[src/rtl/agu_pkg.sv]
package agu_pkg;
  localparam int unsigned XLEN   = 32;
  localparam int unsigned RIDX_W = 4;
  localparam logic [RIDX_W-1:0] PC_IDX = 4'd15;

  typedef enum logic [1:0] {ST_IDLE, ST_EXEC, ST_MEM, ST_RESP} agu_state_e;

  typedef struct packed {
    logic              cond_ok;
    logic              reg_off;
    logic              pre;
    logic              up;
    logic              wb;
    logic              load;
    logic [RIDX_W-1:0] rn;
    logic [RIDX_W-1:0] rd;
    logic [RIDX_W-1:0] rm;
    logic [11:0]       imm;
    logic [4:0]        shamt;
  } agu_fields_t;

  // flags = {N,Z,C,V}
  function automatic logic cond_check(input logic [3:0] c, input logic [3:0] f);
    logic n, z, cy, v, r;
    {n, z, cy, v} = f;
    unique case (c[3:1])
      3'd0: r = z;
      3'd1: r = cy;
      3'd2: r = n;
      3'd3: r = v;
      3'd4: r = cy & ~z;
      3'd5: r = (n == v);
      3'd6: r = ~z & (n == v);
      default: r = 1'b1;
    endcase
    if (c[3:1] != 3'd7 && c[0]) r = ~r;
    return r;
  endfunction
endpackage

[src/rtl/agu_decode.sv]
module agu_decode
  import agu_pkg::*;
(
  input  logic [31:0]  instr,
  input  logic [3:0]   flags,
  output agu_fields_t  fld
);
  logic unused_bits;
  assign unused_bits = ^{instr[27:26], instr[22], instr[6:4]};

  always_comb begin
    fld.cond_ok = cond_check(instr[31:28], flags);
    fld.reg_off = instr[25];
    fld.pre     = instr[24];
    fld.up      = instr[23];
    fld.wb      = instr[21];
    fld.load    = instr[20];
    fld.rn      = instr[19:16];
    fld.rd      = instr[15:12];
    fld.rm      = instr[3:0];
    fld.imm     = instr[11:0];
    fld.shamt   = instr[11:7];
  end
endmodule

[src/rtl/agu_addr.sv]
module agu_addr #(
  parameter int unsigned W = 32
) (
  input  logic [W-1:0] base,
  input  logic [W-1:0] index,
  input  logic         reg_off,
  input  logic         up,
  input  logic         pre,
  input  logic [11:0]  imm,
  input  logic [4:0]   shamt,
  output logic [W-1:0] access_addr,
  output logic [W-1:0] updated_addr
);
  logic [W-1:0] offset;

  always_comb begin
    offset       = reg_off ? (index << shamt) : W'(imm);
    updated_addr = up ? (base + offset) : (base - offset);
    access_addr  = pre ? updated_addr : base;
  end
endmodule

[src/rtl/agu_regfile.sv]
module agu_regfile #(
  parameter int unsigned W      = 32,
  parameter int unsigned ENTRIES = 16,
  localparam int unsigned AW    = $clog2(ENTRIES),
  localparam logic [AW-1:0] PCI = AW'(ENTRIES - 1)
) (
  input  logic          clk,
  input  logic [W-1:0]  pc_view,
  input  logic [AW-1:0] ra_a,
  input  logic [AW-1:0] ra_b,
  input  logic [AW-1:0] ra_c,
  output logic [W-1:0]  rd_a,
  output logic [W-1:0]  rd_b,
  output logic [W-1:0]  rd_c,
  input  logic          we,
  input  logic [AW-1:0] wa,
  input  logic [W-1:0]  wd
);
  logic [W-1:0] mem [ENTRIES];

  always_ff @(posedge clk) begin
    if (we) mem[wa] <= wd;
  end

  assign rd_a = (ra_a == PCI) ? pc_view : mem[ra_a];
  assign rd_b = (ra_b == PCI) ? pc_view : mem[ra_b];
  assign rd_c = (ra_c == PCI) ? pc_view : mem[ra_c];


  pc_never_written_chk: assert property (@(posedge clk) we |-> (wa != PCI));
endmodule

[src/rtl/ldst_agu.sv]
module ldst_agu
  import agu_pkg::*;
#(
  parameter int unsigned W       = XLEN,
  parameter int unsigned NREGS   = 16,
  parameter int unsigned PC_AHEAD = 8,
  localparam int unsigned AW     = $clog2(NREGS)
) (
  input  logic         clk,
  input  logic         rst,
  input  logic         in_valid,
  output logic         in_ready,
  input  logic [31:0]  instr,
  input  logic [W-1:0] instr_addr,
  input  logic [3:0]   flags,
  output logic         done,
  output logic         mem_req,
  output logic         mem_we,
  output logic [W-1:0] mem_addr,
  output logic [W-1:0] mem_wdata,
  input  logic [W-1:0] mem_rdata
);
  localparam logic [AW-1:0] PCI = AW'(NREGS - 1);

  agu_state_e   state;
  logic [31:0]  instr_q;
  logic [W-1:0] pc_q;
  logic [3:0]   flags_q;
  agu_fields_t  fld;

  logic [W-1:0] base_val, index_val, data_val;
  logic [W-1:0] acc_addr, upd_addr;

  logic          wb_pend, ld_pend;
  logic [AW-1:0] wb_reg, ld_reg;
  logic [W-1:0]  wb_val;

  logic          rf_we;
  logic [AW-1:0] rf_wa;
  logic [W-1:0]  rf_wd;

  agu_decode u_dec (
    .instr (instr_q),
    .flags (flags_q),
    .fld   (fld)
  );

  agu_regfile #(.W(W), .ENTRIES(NREGS)) u_rf (
    .clk     (clk),
    .pc_view (pc_q + W'(PC_AHEAD)),
    .ra_a    (AW'(fld.rn)),
    .ra_b    (AW'(fld.rm)),
    .ra_c    (AW'(fld.rd)),
    .rd_a    (base_val),
    .rd_b    (index_val),
    .rd_c    (data_val),
    .we      (rf_we),
    .wa      (rf_wa),
    .wd      (rf_wd)
  );

  agu_addr #(.W(W)) u_addr (
    .base         (base_val),
    .index        (index_val),
    .reg_off      (fld.reg_off),
    .up           (fld.up),
    .pre          (fld.pre),
    .imm          (fld.imm),
    .shamt        (fld.shamt),
    .access_addr  (acc_addr),
    .updated_addr (upd_addr)
  );

  assign in_ready = (state == ST_IDLE);

  // single write port: base update in ST_MEM, load data in ST_RESP
  always_comb begin
    rf_we = 1'b0;
    rf_wa = wb_reg;
    rf_wd = wb_val;
    if (state == ST_MEM && wb_pend) begin
      rf_we = 1'b1;
    end else if (state == ST_RESP && ld_pend) begin
      rf_we = 1'b1;
      rf_wa = ld_reg;
      rf_wd = mem_rdata;
    end
  end

  always_ff @(posedge clk) begin
    if (rst) begin
      state   <= ST_IDLE;
      done    <= 1'b0;
      mem_req <= 1'b0;
      mem_we  <= 1'b0;
      wb_pend <= 1'b0;
      ld_pend <= 1'b0;
    end else begin
      done <= 1'b0;
      unique case (state)
        ST_IDLE: if (in_valid) begin
          instr_q <= instr;
          pc_q    <= instr_addr;
          flags_q <= flags;
          state   <= ST_EXEC;
        end
        ST_EXEC: begin
          if (fld.cond_ok) begin
            mem_req   <= 1'b1;
            mem_we    <= ~fld.load;
            mem_addr  <= acc_addr;
            mem_wdata <= data_val;
            wb_val    <= upd_addr;
            wb_reg    <= AW'(fld.rn);
            ld_reg    <= AW'(fld.rd);
            wb_pend   <= (~fld.pre | fld.wb) && (AW'(fld.rn) != PCI)
                         && !(fld.load && fld.rd == fld.rn);
            ld_pend   <= fld.load && (AW'(fld.rd) != PCI);
            state     <= ST_MEM;
          end else begin
            done  <= 1'b1;
            state <= ST_IDLE;
          end
        end
        ST_MEM: begin
          mem_req <= 1'b0;
          wb_pend <= 1'b0;
          state   <= ST_RESP;
        end
        default: begin
          ld_pend <= 1'b0;
          done    <= 1'b1;
          state   <= ST_IDLE;
        end
      endcase
    end
  end


  req_single_cycle_chk: assert property (@(posedge clk) disable iff (rst)
    mem_req |=> !mem_req);

  done_means_idle_chk: assert property (@(posedge clk) disable iff (rst)
    done |-> in_ready);

  busy_when_req_chk: assert property (@(posedge clk) disable iff (rst)
    mem_req |-> !in_ready && !done);

  cond_fail_quiet_chk: assert property (@(posedge clk) disable iff (rst)
    (state == ST_EXEC && !fld.cond_ok) |=> (!mem_req && done && !rf_we));

  post_uses_base_chk: assert property (@(posedge clk) disable iff (rst)
    (state == ST_EXEC && fld.cond_ok && !fld.pre) |=> (mem_addr == $past(base_val)));

  load_wins_chk: assert property (@(posedge clk) disable iff (rst)
    (state == ST_MEM && ld_pend) |-> !(rf_we && rf_wa == ld_reg));
endmodule

[config.mk]
export PLATFORM = sky130hd
export DESIGN_NAME = ldst_agu
export DESIGN_NICKNAME = d
export VERILOG_FILES = /design/src/rtl/agu_pkg.sv /design/src/rtl/agu_decode.sv /design/src/rtl/agu_addr.sv /design/src/rtl/agu_regfile.sv /design/src/rtl/ldst_agu.sv
export SDC_FILE = /design/constraint.sdc
export NUM_CORES = 1
export LEC_CHECK = 0
export BUFFER_PORTS_ARGS = -buffer_cell sky130_fd_sc_hd__buf_2
export CORE_UTILIZATION = 30
export CTS_CLUSTER_DIAMETER = 100
export DETAILED_ROUTE_END_ITERATION = 12
export GPL_ROUTABILITY_DRIVEN = 0
export SETUP_SLACK_MARGIN = 0.02
export SYNTH_ARGS = -nofsm -noshare
export SYNTH_HDL_FRONTEND = slang
export SYNTH_SLANG_ARGS = --single-unit
[constraint.sdc]
create_clock -name clk -period 6 [get_ports clk]
set_input_delay 0.3 -clock clk [delete_from_list [all_inputs] [get_ports clk]]
set_output_delay 0.3 -clock clk [all_outputs]
set_load 0.02 [all_outputs]
# [Word-level counts from Yosys, hierarchy flattened]
# Memories as Yosys holds them, arrays and structs flattened. A register that Yosys moved wholly into a read port is not among the register bits.
# Cells that the tools add are included.
[totals] elab_cells=94 inputBits=103 output_inout_bits=68 mem_bits_ro=0 ramBits=512 latch_bits=0 reg_bits=179 mem_count=1
[classes] n_bitwise=9 order_cmp=0 n_reduce_logical=17 addsub=3 multipliers=0 eq_ne=19 shifts=1 n_div=0 mux=30
[memory_table] name="u_rf.mem" depth=16 word_bits=32 rd=3 rd_clocked_by_memory_dff=3 write_ports=1 line="agu_regfile.sv:19" source="logic [W-1:0] mem [ENTRIES];"
[ops] operator="32-bit two-way mux" count=8
[ops] operator="32-bit adder" count=1
[ops] operator="32-bit by 4-bit adder with 32-bit output (second input constant)" count=1
[ops] operator="32-bit by 5-bit left shift with 32-bit output" count=1
[ops] operator="32-bit subtractor" count=1
[ops] operator="4-bit two-way mux" count=5
[ops] operator="4-bit == test (second input constant)" count=3
[ops] operator="3-bit == test (second input constant)" count=3
[ops] operator="1-bit two-way mux" count=9
[ops] operator="4-bit != test (second input constant)" count=2
[ops] operator="1-bit one-hot mux with 2 select lines" count=4
[ops] operator="1-bit logical AND" count=7
[ops] operator="1-bit one-hot mux with 7 select lines" count=1
[ops] operator="3-bit by 2-bit == test with 1-bit output (second input constant)" count=2
[ops] operator="1-bit NOT" count=6
[ops] operator="2-bit one-hot mux with 3 select lines" count=1
[ops] operator="2-bit AND reduction" count=3
[ops] operator="3-bit AND reduction" count=2
[ops] operator="2-bit == test (second input constant)" count=2
[ops] operator="4-bit == test" count=1
[ops] operator="2-bit two-way mux" count=2
[ops] operator="2-bit != test (second input constant)" count=2
[ops] operator="3-bit by 1-bit == test with 1-bit output (second input constant)" count=1
[ops] operator="3-bit zero test" count=1
[ops] operator="9 further kinds" count=10

# [Longest topological paths before layout]
[depth] ltp_word=7 ltp_mapped=31 ltp_nobuf=27

# [Hierarchy]
# Synthesis repeated with hierarchy kept, for this count alone.
[unflattened] hier_cells=2620 hier_area_um2=39228.9
[by_module_without_submodules] mod="agu_regfile" instances=1 area_each_um2=27114.8 cells_each=1572 seq_area_each_um2=15164.5
[by_module_without_submodules] mod="ldst_agu" instances=1 area_each_um2=6482.5 cells_each=330 seq_area_each_um2=5305.1
[by_module_without_submodules] mod="agu_addr" instances=1 area_each_um2=5243.8 cells_each=666 seq_area_each_um2=0.0
[by_module_without_submodules] mod="agu_decode" instances=1 area_each_um2=387.9 cells_each=52 seq_area_each_um2=0.0

# [Worst setup path after synthesis]
# OpenSTA, ideal clock, no wires.
[synth_timing] kind="register to register" start="register (tool-made name)" end="register mem_addr[31], data pin" setup_time_ps=260 t_arrival_ps=6052 path_slack_ps=-312 synth_period_minus_slack_ps=6312 required_ps=5740 path_buffers=2 stages_incl_launch_ff=28 cell_sequence="dfxtp_1 > buf_6 > buf_12 > mux4_2 > a22oi_1 > o211ai_1 > mux4_2 > or2_1 > a32oi_1 > o2111a_1 > o22ai_1 > nor4_2 > a21oi_1 > xor2_1 > ha_1 > a21o_1 > a21oi_1 > o21bai_1 > a21o_1 > a21o_1 > o21bai_1 > a21oi_1 > o21ai_0 > nand3_1 > a21boi_0 > a311oi_1 > xnor3_1 > mux2_2"
[synth_lines] element="end signal, assigned" line="ldst_agu.sv:111" source="mem_addr <= acc_addr;"
[synth_lines] element="end, declared" line="ldst_agu.sv:19" source="output logic [W-1:0] mem_addr,"

==> impl_metrics.csv <==
group,metric,value,unit
route,drcViolationCount,0,
floorplanning,start_util,0.3024,
hold_path,min_path_type,"primary input to flip-flop",
clocking,clk_path_buf_depth,3,
floorplanning,core,0.1335,mm2
placed_design,dp_cells,4971,
yosys,synth_compound_area_frac,0.07932,
finish,fill_cells,12580,
floorplanning,dieWidth,368.8,um
sta,final-max-slew-violation-count,0,
worst_setup_path,crit_type,"flip-flop to flip-flop",
sta,tightestPinTransition,1.174,ns
yosys,syn_nets,2862,
finish,stdcell_count,5224,
finish,regMostFlops,"u_rf.mem",
pwr,p_int,11.31,mW
finish,syn2layout_area_growth,26.12,%
worst_setup_path,cp_max_fo,5,
grt,first_global_vias,29820,
clocking,clkSinkCount,700,
finish,final_net_count,3531,
yosys,syn_avg_cell_area,14.83,um2
route,drtIter0Drc,3686,
floorplanning,ios,171,
pwr,seq_power_share,0.354,
yosys,ys_top_cells_by_area,"edfxtp_1 51%, mux4_2 22%, mux2i_1 3.1%",
yosys,synth_edf_count,681,
worst_setup_path,worstSetupEndpoint,"mem_addr[28]",
pwr,swShare,0.3197,
job,maxCapViolations,0,
finish,largest_reg_flops,512,
pwr,power.density,326.7,mW/mm2
sta,min_period,6.125,ns
route,met3_length,17.60,mm
yosys,synth_warnings,0,
sta,setup-tns-final,-0.2931,ns
route,routed.top_layer,"met4",
sta,fin_crit_sh,1.021,
yosys,ys.flop_type,"edfxtp_1",
yosys,yosys-top-cells-count,"681 x edfxtp_1, 401 x mux4_2, 286 x nand2_1, 125 x mux2i_1, 112 x nor2_1",
pwr,p_leak,17.91,nW
clocking,cts_tree,"built",
grt,grt_first_pass_wirelength,211.2,mm
clocking,numCtsBuffers,83,
route,vias,30180,
sta,hold_viol,0,
yosys,synthAdderAreaFrac,0.01197,
pwr,total_power,16.63,mW
worst_setup_path,cp-end-kind,"flip-flop",
yosys,synthArstFlopShare,0,
placed_design,dp_hpwl,102.4,mm
grt,grt_max_degree,105,
grt,grtUsageTotal,0.2145,
floorplanning,die_h,368.8,um
clocking,clkTransAtPathRegs,0.06,ns
route,detail_route.wl_per_cell,28.34,um
worst_setup_path,cp.required,6.43,ns
route,wl_met1,57.38,mm
grt,antenna_found_initial,2,
yosys,synthSimpleGateAreaFrac,0.07237,
finish,seqCellArea,0.02086,mm2
worst_setup_path,crit_path_start_kind,"flip-flop",
clocking,clock-root-buffer,"clkbuf_16",
yosys,synth-xor-area-share,0.01901,
sta,fmax,0.1633,GHz
finish,drive_gt1_frac,0.4126,
yosys,syn_area,0.04035,mm2
finish,antenna_cells,0,
route,via_per_inst,5.777,
sta,setup_ws,-0.1248,ns
floorplanning,rows,134,
sta,slew_headroom,0.2093,
sta,rsz0062_at_grt,"yes",
yosys,yosysSeqAreaShare,0.5162,
yosys,yosysUniqueCellTypes,100,
route,ant_nets,0,
pwr,power.switching,5.316,mW
yosys,yosys.area.top_type,"edfxtp_1",
pwr,peakVddDrop,0.1836,mV
route,met2_length,67.10,mm
yosys,synth.most_common_cell,"edfxtp_1",
sta,finalHoldWorstSlack,0.3187,ns
clocking,htreeDepth,3,
status,violations,"negative setup slack",
yosys,synth_seq_cells,700,
worst_setup_path,critPathArrivalTime,6.56,ns
worst_setup_path,reg2reg_slack,-0.12,ns
sta,setup_viol,4,
grt,grt-ovfl-total,0,
yosys,synth_top_family_by_area,"multiplexers",
route,first_pass_iters,6,
finish,final_util,0.3813,
route,wirelength,148.0,mm
sta,skew,0.03085,ns
placed_design,port_buffers,167,
yosys,synthMuxAreaShare,0.2753,
pwr,pwr-share-clk,0.302,
pwr,power_frac_comb,0.344,
finish,multi_input_area,0.01913,mm2
clocking,insertion_delay,0.69,ns
yosys,synth_top_area_frac,0.5068,
worst_setup_path,timing.rr.end,"mem_addr[28]",
worst_setup_path,reg2reg_depth,26,
status,outcome,"finished, violations left",
yosys,syn_inst,2721,
floorplanning,dieArea,0.1360,mm2
per-layer routing:
layer	up-vias	track usage
li1	12610	-
met4	0	0.08004
met5	-	0
met1	15300	0.2861
met2	1938	0.3334
met3	329	0.05710
power groups by stage:
stage	Combinational, mW	Clock, mW	Sequential [mW]
global route	6.03	5.26	5.90
global placement	5.20	0	5.98
finish	5.72	5.02	5.88
floorplan	2.91	0	5.93
detailed placement	5.22	0	5.98
CTS	5.47	5.10	5.88
worst min-delay path by stage:
stage / from / to / slack (ns) / depth (start not counted)
5_1_grt: flags[1] / flags_q[1] / 0.32 / 2
3_3_place_gp: mem_we / mem_we / 0.44 / 2
6_report: instr[30] / instr_q[30] / 0.32 / 2
4_1_cts: mem_rdata[28] / u_rf.mem[2][28] / 0.27 / 3
3_5_place_dp: mem_we / mem_we / 0.45 / 2
2_1_floorplan: flags[0] / flags_q[0] / 0.40 / 0
critical path: stages (launching register included):
cell and delay, ns:
dfxtp_4 0.42, buf_6 0.11, mux4_2 0.49, nor2b_4 0.15
a211oi_4 0.24, nor3_2 0.07, mux4_2 0.52, or2_1 0.26
a32oi_2 0.26, buf_4 0.18, o21ai_4 0.07, nor4_4 0.33
o21ai_1 0.14, a21oi_2 0.15, o32ai_2 0.09, ha_1 0.36
a21o_1 0.18, a21o_1 0.17, a21o_1 0.17, a41oi_4 0.24
o21ai_4 0.10, a2111oi_4 0.30, o21bai_1 0.12, a21o_1 0.21
a21oi_2 0.19, xnor2_2 0.10, mux2_4 0.26
cells by family after synthesis:
| family | count (synthesis) |
|---|---|
| xor+xnor | 86 |
| fa+ha+maj | 38 |
| simple gates | 627 |
| compound gates | 460 |
| mux | 595 |
| flops | 700 |
| buf+inv | 215 |
area by class of cell:
class | instances | area share
multi-input cells | 1806 | 0.3758
flip-flops and latches | 700 | 0.4099
repair buffers | 769 | 0.1157
clock buffers | 103 | 0.04288
inverters | 30 | 0.002262
well taps | 1768 | 0.04347
clock inverters | 48 | 0.009957
cell usage in the layout (no fill, tap or decap), types with 16 or more instances in the layout:
cell,instances
inv_1,28
a21oi_1,61
edfxtp_1,681
a21oi_2,19
buf_2,167
a21o_1,16
nor2_1,95
nor2_4,17
a22oi_1,67
nand4_1,26
nand2_1,285
clkbuf_1,17
ha_1,35
o21ai_0,85
clkinv_1,17
a31oi_1,25
mux2_2,61
clkbuf_16,84
mux4_2,402
dlygate4sd3_1,67
buf_4,500
xor2_1,33
nand3_1,52
buf_12,18
mux2i_1,124
o211ai_1,25
nor3_1,34
xnor2_1,45
per-stage QoR:
stage / area (um2) / setup slack (ns)
detailed placement: 46660 / -0.4824
CTS: 50550 / -0.09744
finish: 50890 / -0.1248
global route: 50890 / -0.3917
floorplan: 40410 / -0.1203
global placement: 46660 / -0.4667
repair_timing:
| item | CTS | global route |
|---|---|---|
| buffers inserted | 22 | 11 |
| endpoints found under the setup margin | 19 | 24 |
| pin swaps | 49 | 19 |
| resized for setup | 59 | 47 |
| hold buffers | 67 | 0 |
| endpoints found under the hold margin | 84 | 0 |
| cloned | 2 | 1 |
Note: power is estimated with default switching activity, not from simulation.
